<file path="src/rtl/pla_pkg.sv">
package pla_pkg;
  localparam int PLA_IN   = 3;
  localparam int PLA_PROD = 4;
  localparam int PLA_OUT  = 3;
  localparam int PLA_AND_W = 2 * PLA_IN * PLA_PROD;
  localparam int PLA_OR_W  = PLA_PROD * PLA_OUT;
  localparam int PLA_IMG_W = PLA_AND_W + PLA_OR_W;

  // Default products: p0 = x y' z', p1 = x y, p2 = x' z, p3 = x' y z'
  localparam logic [PLA_AND_W-1:0] PLA_DEF_AND =
    {6'b100110, 6'b100001, 6'b010100, 6'b011010};
  // Rows {out2, out1, out0}: out2 = p0+p2+p3, out1 = p1+p3, out0 = p0+p1
  localparam logic [PLA_OR_W-1:0] PLA_DEF_OR = {4'b1101, 4'b1010, 4'b0011};
  localparam logic [PLA_IMG_W-1:0] PLA_DEF_IMG = {PLA_DEF_OR, PLA_DEF_AND};
endpackage

</file>
<file path="src/rtl/pla_cfg_loader.sv">
module pla_cfg_loader #(
  parameter int IMG_W = pla_pkg::PLA_IMG_W,
  parameter logic [IMG_W-1:0] DEF_IMG = pla_pkg::PLA_DEF_IMG
) (
  input  logic             clk,
  input  logic             rst,
  input  logic             cfg_en,
  input  logic             cfg_bit,
  output logic [IMG_W-1:0] img
);
  localparam int CNT_W = $clog2(IMG_W);
  localparam logic [CNT_W-1:0] LAST = CNT_W'(IMG_W - 1);

  logic [IMG_W-1:0] shift_q;
  logic [CNT_W-1:0] cnt_q;

  wire              final_bit = cfg_en && (cnt_q == LAST);
  wire [IMG_W-1:0]  shift_nx  = {cfg_bit, shift_q[IMG_W-1:1]};

  always_ff @(posedge clk) begin
    if (rst) begin
      shift_q <= '0;
      cnt_q   <= '0;
      img     <= DEF_IMG;
    end else if (cfg_en) begin
      shift_q <= shift_nx;
      cnt_q   <= final_bit ? '0 : cnt_q + 1'b1;
      if (final_bit) img <= shift_nx;
    end
  end

  assert_reset_default_R1: assert property (@(posedge clk) rst |=> (img == DEF_IMG));
  assert_count_range_R6: assert property (@(posedge clk) disable iff (rst) cnt_q <= LAST);
  assert_hold_image_R7: assert property (@(posedge clk) disable iff (rst)
    !final_bit |=> $stable(img));
  assert_pause_R8: assert property (@(posedge clk) disable iff (rst)
    !cfg_en |=> $stable(cnt_q));
  assert_reset_count_R9: assert property (@(posedge clk) rst |=> (cnt_q == '0));
endmodule

</file>
<file path="src/rtl/pla_and_plane.sv">
module pla_and_plane #(
  parameter int N_IN   = pla_pkg::PLA_IN,
  parameter int N_PROD = pla_pkg::PLA_PROD
) (
  input  logic                     clk,
  input  logic                     rst,
  input  logic [2*N_IN*N_PROD-1:0] and_bits,
  input  logic [N_IN-1:0]          in_x,
  output logic [N_PROD-1:0]        prod
);
  localparam int ROW_W = 2 * N_IN;

  function automatic logic term_eval(input logic [ROW_W-1:0] row, input logic [N_IN-1:0] v);
    logic r;
    r = 1'b1;
    for (int i = 0; i < N_IN; i++) begin
      if (row[2*i]   && !v[i]) r = 1'b0;
      if (row[2*i+1] &&  v[i]) r = 1'b0;
    end
    return r;
  endfunction

  for (genvar p = 0; p < N_PROD; p++) begin : g_term
    wire [ROW_W-1:0] row = and_bits[p*ROW_W +: ROW_W];
    logic conflict;
    always_comb begin
      conflict = 1'b0;
      for (int i = 0; i < N_IN; i++) conflict |= row[2*i] & row[2*i+1];
    end
    assign prod[p] = term_eval(row, in_x);

    assert_conflict_zero_R3: assert property (@(posedge clk) disable iff (rst)
      conflict |-> !prod[p]);
    assert_empty_one_R4: assert property (@(posedge clk) disable iff (rst)
      (row == '0) |-> prod[p]);
  end
endmodule

</file>
<file path="src/rtl/pla_or_plane.sv">
module pla_or_plane #(
  parameter int N_PROD = pla_pkg::PLA_PROD,
  parameter int N_OUT  = pla_pkg::PLA_OUT
) (
  input  logic                    clk,
  input  logic                    rst,
  input  logic [N_PROD*N_OUT-1:0] or_bits,
  input  logic [N_PROD-1:0]       prod,
  output logic [N_OUT-1:0]        out_v
);
  function automatic logic sum_eval(input logic [N_PROD-1:0] row, input logic [N_PROD-1:0] t);
    return |(row & t);
  endfunction

  for (genvar o = 0; o < N_OUT; o++) begin : g_sum
    wire [N_PROD-1:0] row = or_bits[o*N_PROD +: N_PROD];
    assign out_v[o] = sum_eval(row, prod);

    assert_empty_or_zero_R5: assert property (@(posedge clk) disable iff (rst)
      (row == '0) |-> !out_v[o]);
    assert_selected_term_R5: assert property (@(posedge clk) disable iff (rst)
      (|(row & prod)) |-> out_v[o]);
  end
endmodule

</file>
<file path="src/rtl/pla_array.sv">
module pla_array #(
  parameter int N_IN   = pla_pkg::PLA_IN,
  parameter int N_PROD = pla_pkg::PLA_PROD,
  parameter int N_OUT  = pla_pkg::PLA_OUT
) (
  input  logic             clk,
  input  logic             rst,
  input  logic             cfg_en,
  input  logic             cfg_bit,
  input  logic [N_IN-1:0]  in_x,
  output logic [N_OUT-1:0] out_v
);
  localparam int AND_W = 2 * N_IN * N_PROD;
  localparam int OR_W  = N_PROD * N_OUT;
  localparam int IMG_W = AND_W + OR_W;

  logic [IMG_W-1:0]  img;
  logic [N_PROD-1:0] prod;

  pla_cfg_loader #(.IMG_W(IMG_W), .DEF_IMG(IMG_W'(pla_pkg::PLA_DEF_IMG))) u_load (
    .clk(clk), .rst(rst), .cfg_en(cfg_en), .cfg_bit(cfg_bit), .img(img)
  );

  pla_and_plane #(.N_IN(N_IN), .N_PROD(N_PROD)) u_and (
    .clk(clk), .rst(rst), .and_bits(img[AND_W-1:0]), .in_x(in_x), .prod(prod)
  );

  pla_or_plane #(.N_PROD(N_PROD), .N_OUT(N_OUT)) u_or (
    .clk(clk), .rst(rst), .or_bits(img[IMG_W-1:AND_W]), .prod(prod), .out_v(out_v)
  );
endmodule

</file>
<file path="config.mk">
export PLATFORM = sky130hd
export DESIGN_NAME = pla_array
export DESIGN_NICKNAME = d
export VERILOG_FILES = /design/src/rtl/pla_pkg.sv /design/src/rtl/pla_cfg_loader.sv /design/src/rtl/pla_and_plane.sv /design/src/rtl/pla_or_plane.sv /design/src/rtl/pla_array.sv
export SDC_FILE = /design/constraint.sdc
export NUM_CORES = 1
export LEC_CHECK = 0
export BUFFER_PORTS_ARGS = -buffer_cell sky130_fd_sc_hd__buf_2
export CAP_MARGIN = 0
export CORE_MARGIN = 1.5
export CORE_UTILIZATION = 45
export DETAILED_ROUTE_END_ITERATION = 12
export PLACE_DENSITY = 0.74
export SLEW_MARGIN = 20
export SYNTH_ARGS = -nofsm -noshare
export SYNTH_HDL_FRONTEND = slang
export SYNTH_SLANG_ARGS = --single-unit
</file>
<file path="constraint.sdc">
create_clock -name clk -period 1.38 [get_ports clk]
set_input_delay 0.207 -clock clk [delete_from_list [all_inputs] [get_ports clk]]
set_output_delay 0.207 -clock clk [all_outputs]
set_load 0.1 [all_outputs]
</file>
==> summary.md, run 1 <==
| Metric | Value |
|---|---|
| Status | `complete, but fails checks` |
| Failing checks | `negative setup slack` |
| Syn Area/Cell | `9.72 µm²` |
| Die width | `86.0 µm` |
| Vias in the first global route | `2357` |
| Largest delay share family, worst path | `simple AND/OR/NAND/NOR gates` |
| Peak Freq | `0.579 GHz` |
| Post-synthesis sequential area ratio | `49.7%` |
| DRT Wirelength | `9810 µm` |
| WP depth | `4` |
| Reg2Reg Launch Point | `u_load.cnt_q[2]$_SDFFE_PP0P_` |
| Cell at the root of the clock tree | `clkbuf_8` |
| Nets@finish | `361` |
| Clock Sinks | `77` |
| Final TNS setup | `-3.88 ns` |
| Clk_skew | `0.0110 ns` |
| Avg WL per Cell | `22.4 µm` |
| Initial Utilization | `46.1%` |
| WHS | `0.0959 ns` |
| Peak VDD IR | `0.701 mV` |
| Finished Cell Area | `4300 µm²` |
| Slew headroom | `75.5%` |
| Most common cell after layout, fill and taps aside | `dfxtp_1` |
| GRT overflow | `0` |
| Initial antenna violation count | `0` |
| Synth unique cells | `26` |
| Final period utilization | `125%` |
| Reg2Reg Depth | `5` |
| Ys Warns | `0` |
| CTS max path bufs | `2` |
| DPL Wire Length | `4060 µm` |
| CP Max Fanout | `3` |
| Clk slew on worst S/H paths | `0.08 ns` |
| FF+latch count, synth | `77` |
| Layout overhead on the synthesized area | `38.6%` |
| Crit Path Class | `reg2out` |
| Comb pwr share | `7.4%` |
| Reg2reg end | `u_load.img[25]$_SDFFE_PP1P_` |
| Die height | `86.0 µm` |
| Slowest stage delay, CP | `0.34 ns` |
| Worst-Skew Late Latency | `0.36 ns` |
| Min Tclk post-route | `1.73 ns` |
| Cells along the critical path | `mux2i_2 -> nand4_1 -> nand4_1 -> buf_12` |
| # Max-Cap Violations | `0` |
| Die area | `7400 µm²` |
| Switching share of power | `24.8%` |
| Leak pwr | `1.61 nW` |
| Global-route wire length before repair | `12300 µm` |
| Top cell by count, worst path | `nand4_1` |
| Avg Vias per Cell | `6.48` |
| Antenna diodes | `0` |
| PnR worst setup slack | `-0.346 ns` |
| Critical-path top delay cell | `dfxtp_1` |
| CP endpoint | `out_v[1]` |
| CTS buffer count | `9` |
| Cell Area, Synth | `3100 µm²` |
| Vias | `2838` |
| IO Count | `10` |
| Net Sw Power | `1.09 mW` |
| Placed Area | `3350 µm²` |
| Buf/Inv on CP | `1` |
| CTS tree | `built` |
| Cells after Synth | `319` |
| Routed Antenna Nets | `0` |
| Reg2reg setup slack | `-0.16 ns` |
| Fin. Hold Viols | `0` |
| Setup-failing EPs final | `40` |
| Largest net degree at the start of global routing | `78` |
| Startpoint Class | `flip-flop` |
| GPL Wtd Cong | `0.869` |
| Max-slew violations | `0` |
| Area of the multi-input gates | `1780 µm²` |
| Rows | `30` |
| Crit. Startpoint | `u_load.img[0]$_SDFFE_PP0P_` |
| Worst slew pin tran | `0.367 ns` |
| CP required | `1.17 ns` |
| Core box area | `6720 µm²` |
| Gr usage total | `21.5%` |
| Worst slack at placement | `-0.101 ns` |
| Worst min path class | `in2reg` |
| DR pass1 iterations | `6` |
| Cell Int Power | `3.29 mW` |
| I/O Buffers | `9` |
| Layout cells sized above 1 | `35.5%` |
| Syn nets | `327` |
| Power share of the clock group | `41.5%` |
| Flop pwr share | `51.0%` |
| Crit path DAT | `1.52 ns` |
| Fillers | `463` |
| Initial DRC count | `326` |
| DRC errors left | `0` |
| Most frequent cells in the layout | `dfxtp_1, mux2i_1, nor2_1` |
| H-tree Lvls | `3` |
| Sequential cell area | `1560 µm²` |
| Hold-fix buffers, CTS | `0` |
| CP Capture Type | `output pin` |
| Power per cell area | `1020 nW/µm²` |
| RSZ-0062 raised after global routing | `yes` |
-- power groups by stage --
stage	logic [mW]	registers, mW	clock network (mW)
after floorplan	0.197	2.28	0
after global routing	0.336	2.23	1.93
after global placement	0.278	2.28	0
final	0.325	2.23	1.82
after CTS	0.303	2.23	1.80
after detailed placement	0.281	2.28	0
-- layout make-up --
| class | count | share of cell area [%] |
|---|---|---|
| Sequential cell | 77 | 36.3 |
| Clock buffer | 11 | 3.52 |
| Clock inverter | 5 | 1.37 |
| Timing Repair Buffer | 47 | 15.1 |
| Tap cell | 80 | 2.33 |
| Multi-Input combinational cell | 218 | 41.4 |
-- registers in the layout, indices dropped and copies added, names as in the netlist --
register / flops
u_load.img: 36
u_load.cnt_q: 6
u_load.shift_q: 35
-- layer usage --
layer / GRT usage (%) / part of all wire [%] / up-vias
met5: 0 / 0 / -
met4: 9.82 / 6.6 / 0
met3: 3.75 / 6.9 / 60
met2: 35.6 / 48 / 162
met1: 27.5 / 39 / 1369
li1: - / - / 1247
-- timing repair --
action | in CTS | in global routing
setup endpoints to repair | 43 | 41
resized for setup | 36 | 55
gates cloned | 7 | 8
setup buffers | 6 | 4
pin swaps | 22 | 26
-- cell families after synthesis --
kind of cell	after synthesis	synth area share, %
XOR/XNOR	3	0.848
AND/OR/NAND/NOR	102	17.4
flip-flops	77	49.7
multiplexers	48	15.5
AO/OA/AOI/OAI	59	11.7
buffers and inverters	29	4.52
adder cells (fa/ha/maj)	1	0.403
-- synth_stat cells (all sizes together) --
cell type	count	area (µm²)
clkbuf	19	71.3
and2	1	6.26
nor2	38	143
buf	10	68.8
a21oi	20	100
nand2b	1	6.26
nand2	3	18.8
dfxtp	77	1540
mux2i	48	480
nand3	19	95.1
xor2	2	17.5
nor4b	1	23.8
nor2b	1	6.26
ha	1	12.5
and3	17	106
a211o	17	149
a211oi	1	7.51
or3	1	6.26
xnor2	1	8.76
nand4	17	106
or4b	1	10.0
nor3	2	10.0
o21ai	21	105
-- worst min-delay path by stage --
stage	startpoint	slack, ns	end	depth (start not counted)
2_1_floorplan	cfg_bit	0.35	u_load.shift_q[35]$_SDFFE_PP0P_	2
3_3_place_gp	u_load.img[23]$_SDFFE_PP1P_	0.44	u_load.img[23]$_SDFFE_PP1P_	1
3_5_place_dp	u_load.img[20]$_SDFFE_PP1P_	0.45	u_load.img[20]$_SDFFE_PP1P_	1
4_1_cts	cfg_bit	0.10	u_load.shift_q[35]$_SDFFE_PP0P_	3
5_1_grt	cfg_bit	0.09	u_load.shift_q[35]$_SDFFE_PP0P_	3
6_report	cfg_bit	0.1	u_load.shift_q[35]$_SDFFE_PP0P_	3
-- stage by stage --
step	util (%)	power (mW)	cells
6_report	64.0	4.37	438
5_1_grt	64.0	4.50	438
4_1_cts	57.3	4.33	426
2_1_floorplan	-	2.48	319
3_5_place_dp	49.8	2.56	397
3_3_place_gp	49.8	2.56	397
-- worst reg2reg max path, stage by stage, from the launching register on --
cell and delay, ns:
dfxtp_4 0.38, nor4b_4 0.39, buf_12 0.20, clkbuf_16 0.17, and3_1 0.21, a211o_1 0.13
No activity file was read; power rests on OpenSTA's default activity.
==> run 2: changes to the inputs <==
--- a/config.mk
+++ b/config.mk
@@ -11,6 +11,7 @@
 export CORE_UTILIZATION = 45
 export DETAILED_ROUTE_END_ITERATION = 12
 export PLACE_DENSITY = 0.74
+export REMOVE_ABC_BUFFERS = 1
 export SLEW_MARGIN = 20
 export SYNTH_ARGS = -nofsm -noshare
 export SYNTH_HDL_FRONTEND = slang
==> summary.md, run 2 (synthesized netlist as in run 1, its figures left out) <==
| Metric | Value |
|---|---|
| Status | `complete, but fails checks` |
| Failing checks | `negative setup slack` |
| Power per cell area | `991 nW/µm²` |
| Slew headroom | `77.7%` |
| CTS buffer count | `9` |
| Max-slew violations | `0` |
| Fillers | `541` |
| Nets@finish | `350` |
| Avg Vias per Cell | `6.02` |
| Critical-path top delay cell | `dfxtp_2` |
| Clk slew on worst S/H paths | `0.08 ns` |
| Cells along the critical path | `mux2i_4 -> nand4_1 -> nand4_1 -> buf_12` |
| Largest regs | `u_load.img: 36 flops, u_load.shift_q: 35 flops, u_load.cnt_q: 6 flops` |
| CP Capture Type | `output pin` |
| H-tree Lvls | `3` |
| Worst-Skew Late Latency | `0.35 ns` |
| Peak Freq | `0.597 GHz` |
| Gr usage total | `19.2%` |
| Setup-failing EPs final | `36` |
| Met2 wire len | `4130 µm` |
| Post-Route Utilization | `59.9%` |
| Worst min path class | `in2reg` |
| Min Tclk post-route | `1.68 ns` |
| Vias | `2553` |
| Global-route wire length before repair | `11100 µm` |
| Worst slew pin tran | `0.334 ns` |
| Die height | `86.0 µm` |
| I/O Buffers | `9` |
| CP endpoint | `out_v[0]` |
| Core box area | `6720 µm²` |
| RSZ-0062 raised after global routing | `yes` |
| Die area | `7400 µm²` |
| Buf/Inv on CP | `1` |
| Reg2reg setup slack | `-0.13 ns` |
| Largest delay share family, worst path | `simple AND/OR/NAND/NOR gates` |
| Initial DRC count | `180` |
| PnR Total Power | `3.99 mW` |
| Slowest stage delay, CP | `0.35 ns` |
| Reg2reg end | `u_load.img[33]$_SDFFE_PP0P_` |
| CP required | `1.17 ns` |
| Fin. Hold Viols | `0` |
| Final std cells w/o fill | `424` |
| Top cell by count, worst path | `nand4_1` |
| Worst slack at placement | `-0.158 ns` |
| Placed Cells | `398` |
| Routed Antenna Nets | `0` |
| CP Max Fanout | `3` |
| Rows | `30` |
| GRT overflow | `0` |
| CTS tree | `built` |
| CTS max path bufs | `2` |
| Met1 Wirelength | `3270 µm` |
| Most common cell after layout, fill and taps aside | `dfxtp_1` |
| Layout overhead on the synthesized area | `29.9%` |
| IO Count | `10` |
| Antenna diodes | `0` |
| Most frequent cells in the layout | `dfxtp_1, nor2_1, mux2i_1, nand3_1, dfxtp_2` |
| Crit. Startpoint | `u_load.img[13]$_SDFFE_PP0P_` |
| Initial antenna violation count | `0` |
| Highest metal used | `met4` |
| Vias in the first global route | `2339` |
| Clock Sinks | `77` |
| Clk_skew | `0.0104 ns` |
| WHS | `0.121 ns` |
| Crit path DAT | `1.47 ns` |
| Startpoint Class | `flip-flop` |
| Met3 wire length | `387 µm` |
| Reg2Reg Launch Point | `u_load.cnt_q[3]$_SDFFE_PP0P_` |
| DRC errors left | `0` |
| # Max-Cap Violations | `0` |
| Placed Area | `3330 µm²` |
| Top reg by flops | `u_load.img` |
| Avg WL per Cell | `18.6 µm` |
| Finished Cell Area | `4030 µm²` |
| Peak VDD IR | `0.674 mV` |
| Cell at the root of the clock tree | `clkbuf_8` |
| Largest net degree at the start of global routing | `42` |
| WP depth | `4` |
| Crit Path Class | `reg2out` |
| Hold-fix buffers, CTS | `0` |
| Initial Utilization | `46.1%` |
| DPL Wire Length | `4160 µm` |
| Leak pwr | `1.53 nW` |
| GPL Wtd Cong | `0.915` |
| PnR worst setup slack | `-0.295 ns` |
| Final period utilization | `121%` |
| DR pass1 iterations | `5` |
| Reg2Reg Depth | `4` |
| DRT Wirelength | `7890 µm` |
| Die width | `86.0 µm` |
| Max FFs per register | `36` |
| Final TNS setup | `-2.49 ns` |
| Layout cells sized above 1 | `34.9%` |
==> run 2: cell count changes in the layout (fill, tap and decap cells not counted), moves of 5 or more <==
| cell | delta |
|---|---|
| a21oi_1 | +6 |
| a21oi_2 | -6 |
| dfxtp_2 | +13 |
| o21ai_2 | +10 |
| mux2i_4 | +7 |
| dfxtp_1 | -12 |
| o21ai_1 | -11 |
| nand3_1 | +11 |
| nand3_4 | -5 |
| nand3_2 | -6 |
==> run 2: where the power goes <==
part	leakage, nW	internal (mW)	switching, mW
logic	0.829	0.134	0.193
clock network	0.0771	0.669	0.762
registers	0.627	2.23	0.00728
total	1.53	3.03	0.962
==> run 2: cell type report <==
class	instances	area [µm²]	area share [%]
clock buffer	11	141	3.51
clock inverter	2	12.5	0.311
multi-input combinational	215	1740	43.1
sequential	77	1570	39.0
tap	80	100	2.49
timing repair buffer	39	465	11.6
==> run 2: how the worst min path moves through the flow <==
stage                                            from                              end  slack [ns]  cells after the start
after floorplan                                   rst     u_load.cnt_q[0]$_SDFFE_PP0P_        0.28                      1
after global routing                          cfg_bit  u_load.shift_q[35]$_SDFFE_PP0P_        0.15                      3
after global placement    u_load.img[17]$_SDFFE_PP1P_      u_load.img[17]$_SDFFE_PP1P_        0.44                      1
final                                         cfg_bit  u_load.shift_q[35]$_SDFFE_PP0P_        0.12                      3
after CTS                                     cfg_bit  u_load.shift_q[35]$_SDFFE_PP0P_        0.12                      3
after detailed placement  u_load.img[17]$_SDFFE_PP1P_      u_load.img[17]$_SDFFE_PP1P_        0.45                      1
==> run 2: per-layer routing <==
metal	track usage, %	vias up
met1	24.8	1277
li1	-	1201
met5	0	-
met2	31.1	66
met3	6.16	9
met4	5.13	0
==> run 2: what timing repair did <==
item                                    CTS  global route
buffers inserted                          1             5
pin swaps                                25            30
resized for setup                        74            50
endpoints found under the setup margin   43            43
cloned                                    4             4
==> run 2: tightest hold or removal path: stages <==
cell,delay (ns)
buf_2,0.09
mux2i_1,0.06
nor2_1,0.08
==> run 3: changes to the inputs <==
--- a/config.mk
+++ b/config.mk
@@ -10,9 +10,10 @@
 export CORE_MARGIN = 1.5
 export CORE_UTILIZATION = 45
 export DETAILED_ROUTE_END_ITERATION = 12
-export PLACE_DENSITY = 0.74
+export PLACE_DENSITY = 0.72
 export REMOVE_ABC_BUFFERS = 1
 export SLEW_MARGIN = 20
 export SYNTH_ARGS = -nofsm -noshare
 export SYNTH_HDL_FRONTEND = slang
 export SYNTH_SLANG_ARGS = --single-unit
+export TNS_END_PERCENT = 30
==> constraint.sdc (replaced) <==
create_clock -name clk -period 1.8 [get_ports clk]
set_input_delay 0.27 -clock clk [delete_from_list [all_inputs] [get_ports clk]]
set_output_delay 0.27 -clock clk [all_outputs]
set_load 0.1 [all_outputs]
==> summary.md, run 3 (synthesized netlist as in run 1, its figures left out) <==
| Metric | Value |
|---|---|
| Status | `completed` |
| Reg2Reg Launch Point | `u_load.cnt_q[0]$_SDFFE_PP0P_` |
| Setup-failing EPs final | `0` |
| Hold-fix buffers, CTS | `0` |
| DR pass1 iterations | `4` |
| CP required | `1.53 ns` |
| Max FFs per register | `36` |
| # Max-Cap Violations | `0` |
| Layout cells sized above 1 | `12.1%` |
| Worst-Skew Late Latency | `0.35 ns` |
| Peak VDD IR | `0.425 mV` |
| DRT Wirelength | `6260 µm` |
| Met1 Wirelength | `2880 µm` |
| Clk_skew | `0.00520 ns` |
| Slew headroom | `56.5%` |
| Startpoint Class | `flip-flop` |
| Post-CTS Setup Bufs | `0` |
| Final TNS setup | `0 ns` |
| H-tree Lvls | `3` |
| Reg2Reg Depth | `5` |
| Die width | `86.0 µm` |
| Power per cell area | `972 nW/µm²` |
| Placed Area | `3220 µm²` |
| Min-Delay Path Depth | `3` |
| CP Capture Type | `output pin` |
| Vias | `2333` |
| Hold wc startpoint | `cfg_bit` |
| Min Tclk post-route | `1.72 ns` |
| Avg Vias per Cell | `5.79` |
| Routed Antenna Nets | `0` |
| Layout overhead on the synthesized area | `12.0%` |
| Largest net degree at the start of global routing | `78` |
| Initial DRC count | `168` |
| Global-route wire length before repair | `10500 µm` |
| Crit path DAT | `1.45 ns` |
| Worst slack at placement | `0.218 ns` |
| Crit Path Class | `reg2out` |
| Core box area | `6720 µm²` |
| Fin. Hold Viols | `0` |
| Worst min path class | `in2reg` |
| Met2 wire len | `3020 µm` |
| CTS buffer count | `9` |
| Clk slew on worst S/H paths | `0.08 ns` |
| RSZ-0062 raised after global routing | `no` |
| Leak pwr | `1.39 nW` |
| Cell at the root of the clock tree | `clkbuf_8` |
| Met3 wire length | `320 µm` |
| Placed Cells | `387` |
| Most frequent cells in the layout | `dfxtp_1, mux2i_1, nor2_1, a21oi_1, nand3_1` |
| Max-slew violations | `0` |
| WHS | `0.180 ns` |
| Finished Cell Area | `3470 µm²` |
| Largest regs | `u_load.img: 36 flops, u_load.shift_q: 35 flops, u_load.cnt_q: 6 flops` |
| Post-Route Utilization | `51.7%` |
| Peak Freq | `0.581 GHz` |
| PnR worst setup slack | `0.0801 ns` |
| Reg2reg end | `u_load.img[4]$_SDFFE_PP1P_` |
| CTS max path bufs | `2` |
| IO Count | `10` |
| Vias in the first global route | `2133` |
| CP Max Fanout | `3` |
| Reg2reg setup slack | `0.21 ns` |
| Initial Utilization | `46.1%` |
| PnR Total Power | `3.38 mW` |
| Nets@finish | `326` |
| Most common cell after layout, fill and taps aside | `dfxtp_1` |
| GRT overflow | `0` |
| Final std cells w/o fill | `403` |
| Worst slew pin tran | `0.652 ns` |
| GPL Wtd Cong | `0.885` |
| Die area | `7400 µm²` |
| Rows | `30` |
| DRC errors left | `0` |
| Final period utilization | `95.6%` |
| CTS tree | `built` |
| Avg WL per Cell | `15.5 µm` |
| Die height | `86.0 µm` |
| Gr usage total | `18.0%` |
| Highest metal used | `met4` |
| DPL Wire Length | `3990 µm` |
| Top reg by flops | `u_load.img` |
| Initial antenna violation count | `0` |
| Hold Path Sink | `u_load.shift_q[35]$_SDFFE_PP0P_` |
| Antenna diodes | `0` |
| Clock Sinks | `77` |
| I/O Buffers | `9` |
[run 3: cell types whose count changed in the layout (fill, tap and decap cells not counted), sizes merged]
cell / previous run / this run
nand2: 5 / 3
clkinv: 1 / 0
buf: 37 / 17
bufinv: 0 / 2
[run 3: per-layer routing]
metal | vias up | GRT usage, %
met3 | 6 | 8.18
met1 | 1131 | 22.7
li1 | 1144 | -
met4 | 0 | 3.96
met5 | - | 0
met2 | 52 | 28.3
[run 3: worst max-delay path: stages, from the launching register on]
cell	delay (ns)
dfxtp_1	0.34
mux2i_1	0.23
nand4_1	0.15
nand4_1	0.19
buf_12	0.20
[run 3: power by group]
group	internal (mW)	total (mW)	leakage, nW	switching [mW]
registers	1.71	1.71	0.621	0.00587
clock network	0.858	1.46	0.110	0.603
logic	0.0726	0.200	0.662	0.127
total	2.64	3.38	1.39	0.736
[run 3: repair_timing]
action,in CTS,in global routing
setup endpoints to repair,0,3
resized for setup,0,6
hold endpoints to repair,0,0
[run 3: worst max-delay path by stage]
stage / from / endpoint
after floorplan: u_load.cnt_q[4]$_SDFFE_PP0P_ / u_load.img[10]$_SDFFE_PP1P_
after global placement: in_x[0] / out_v[2]
after detailed placement: u_load.cnt_q[0]$_SDFFE_PP0P_ / u_load.img[24]$_SDFFE_PP1P_
after CTS: u_load.img[23]$_SDFFE_PP1P_ / out_v[0]
after global routing: u_load.img[3]$_SDFFE_PP1P_ / out_v[2]
final: u_load.img[2]$_SDFFE_PP0P_ / out_v[2]
[run 3: final cells by class]
type	instances	area, µm²
sequential	77	1540
multi-input combinational	213	1440
clock inverter	3	67.6
clock buffer	13	159
fill	594	3250
timing repair buffer	17	163
tap	80	100
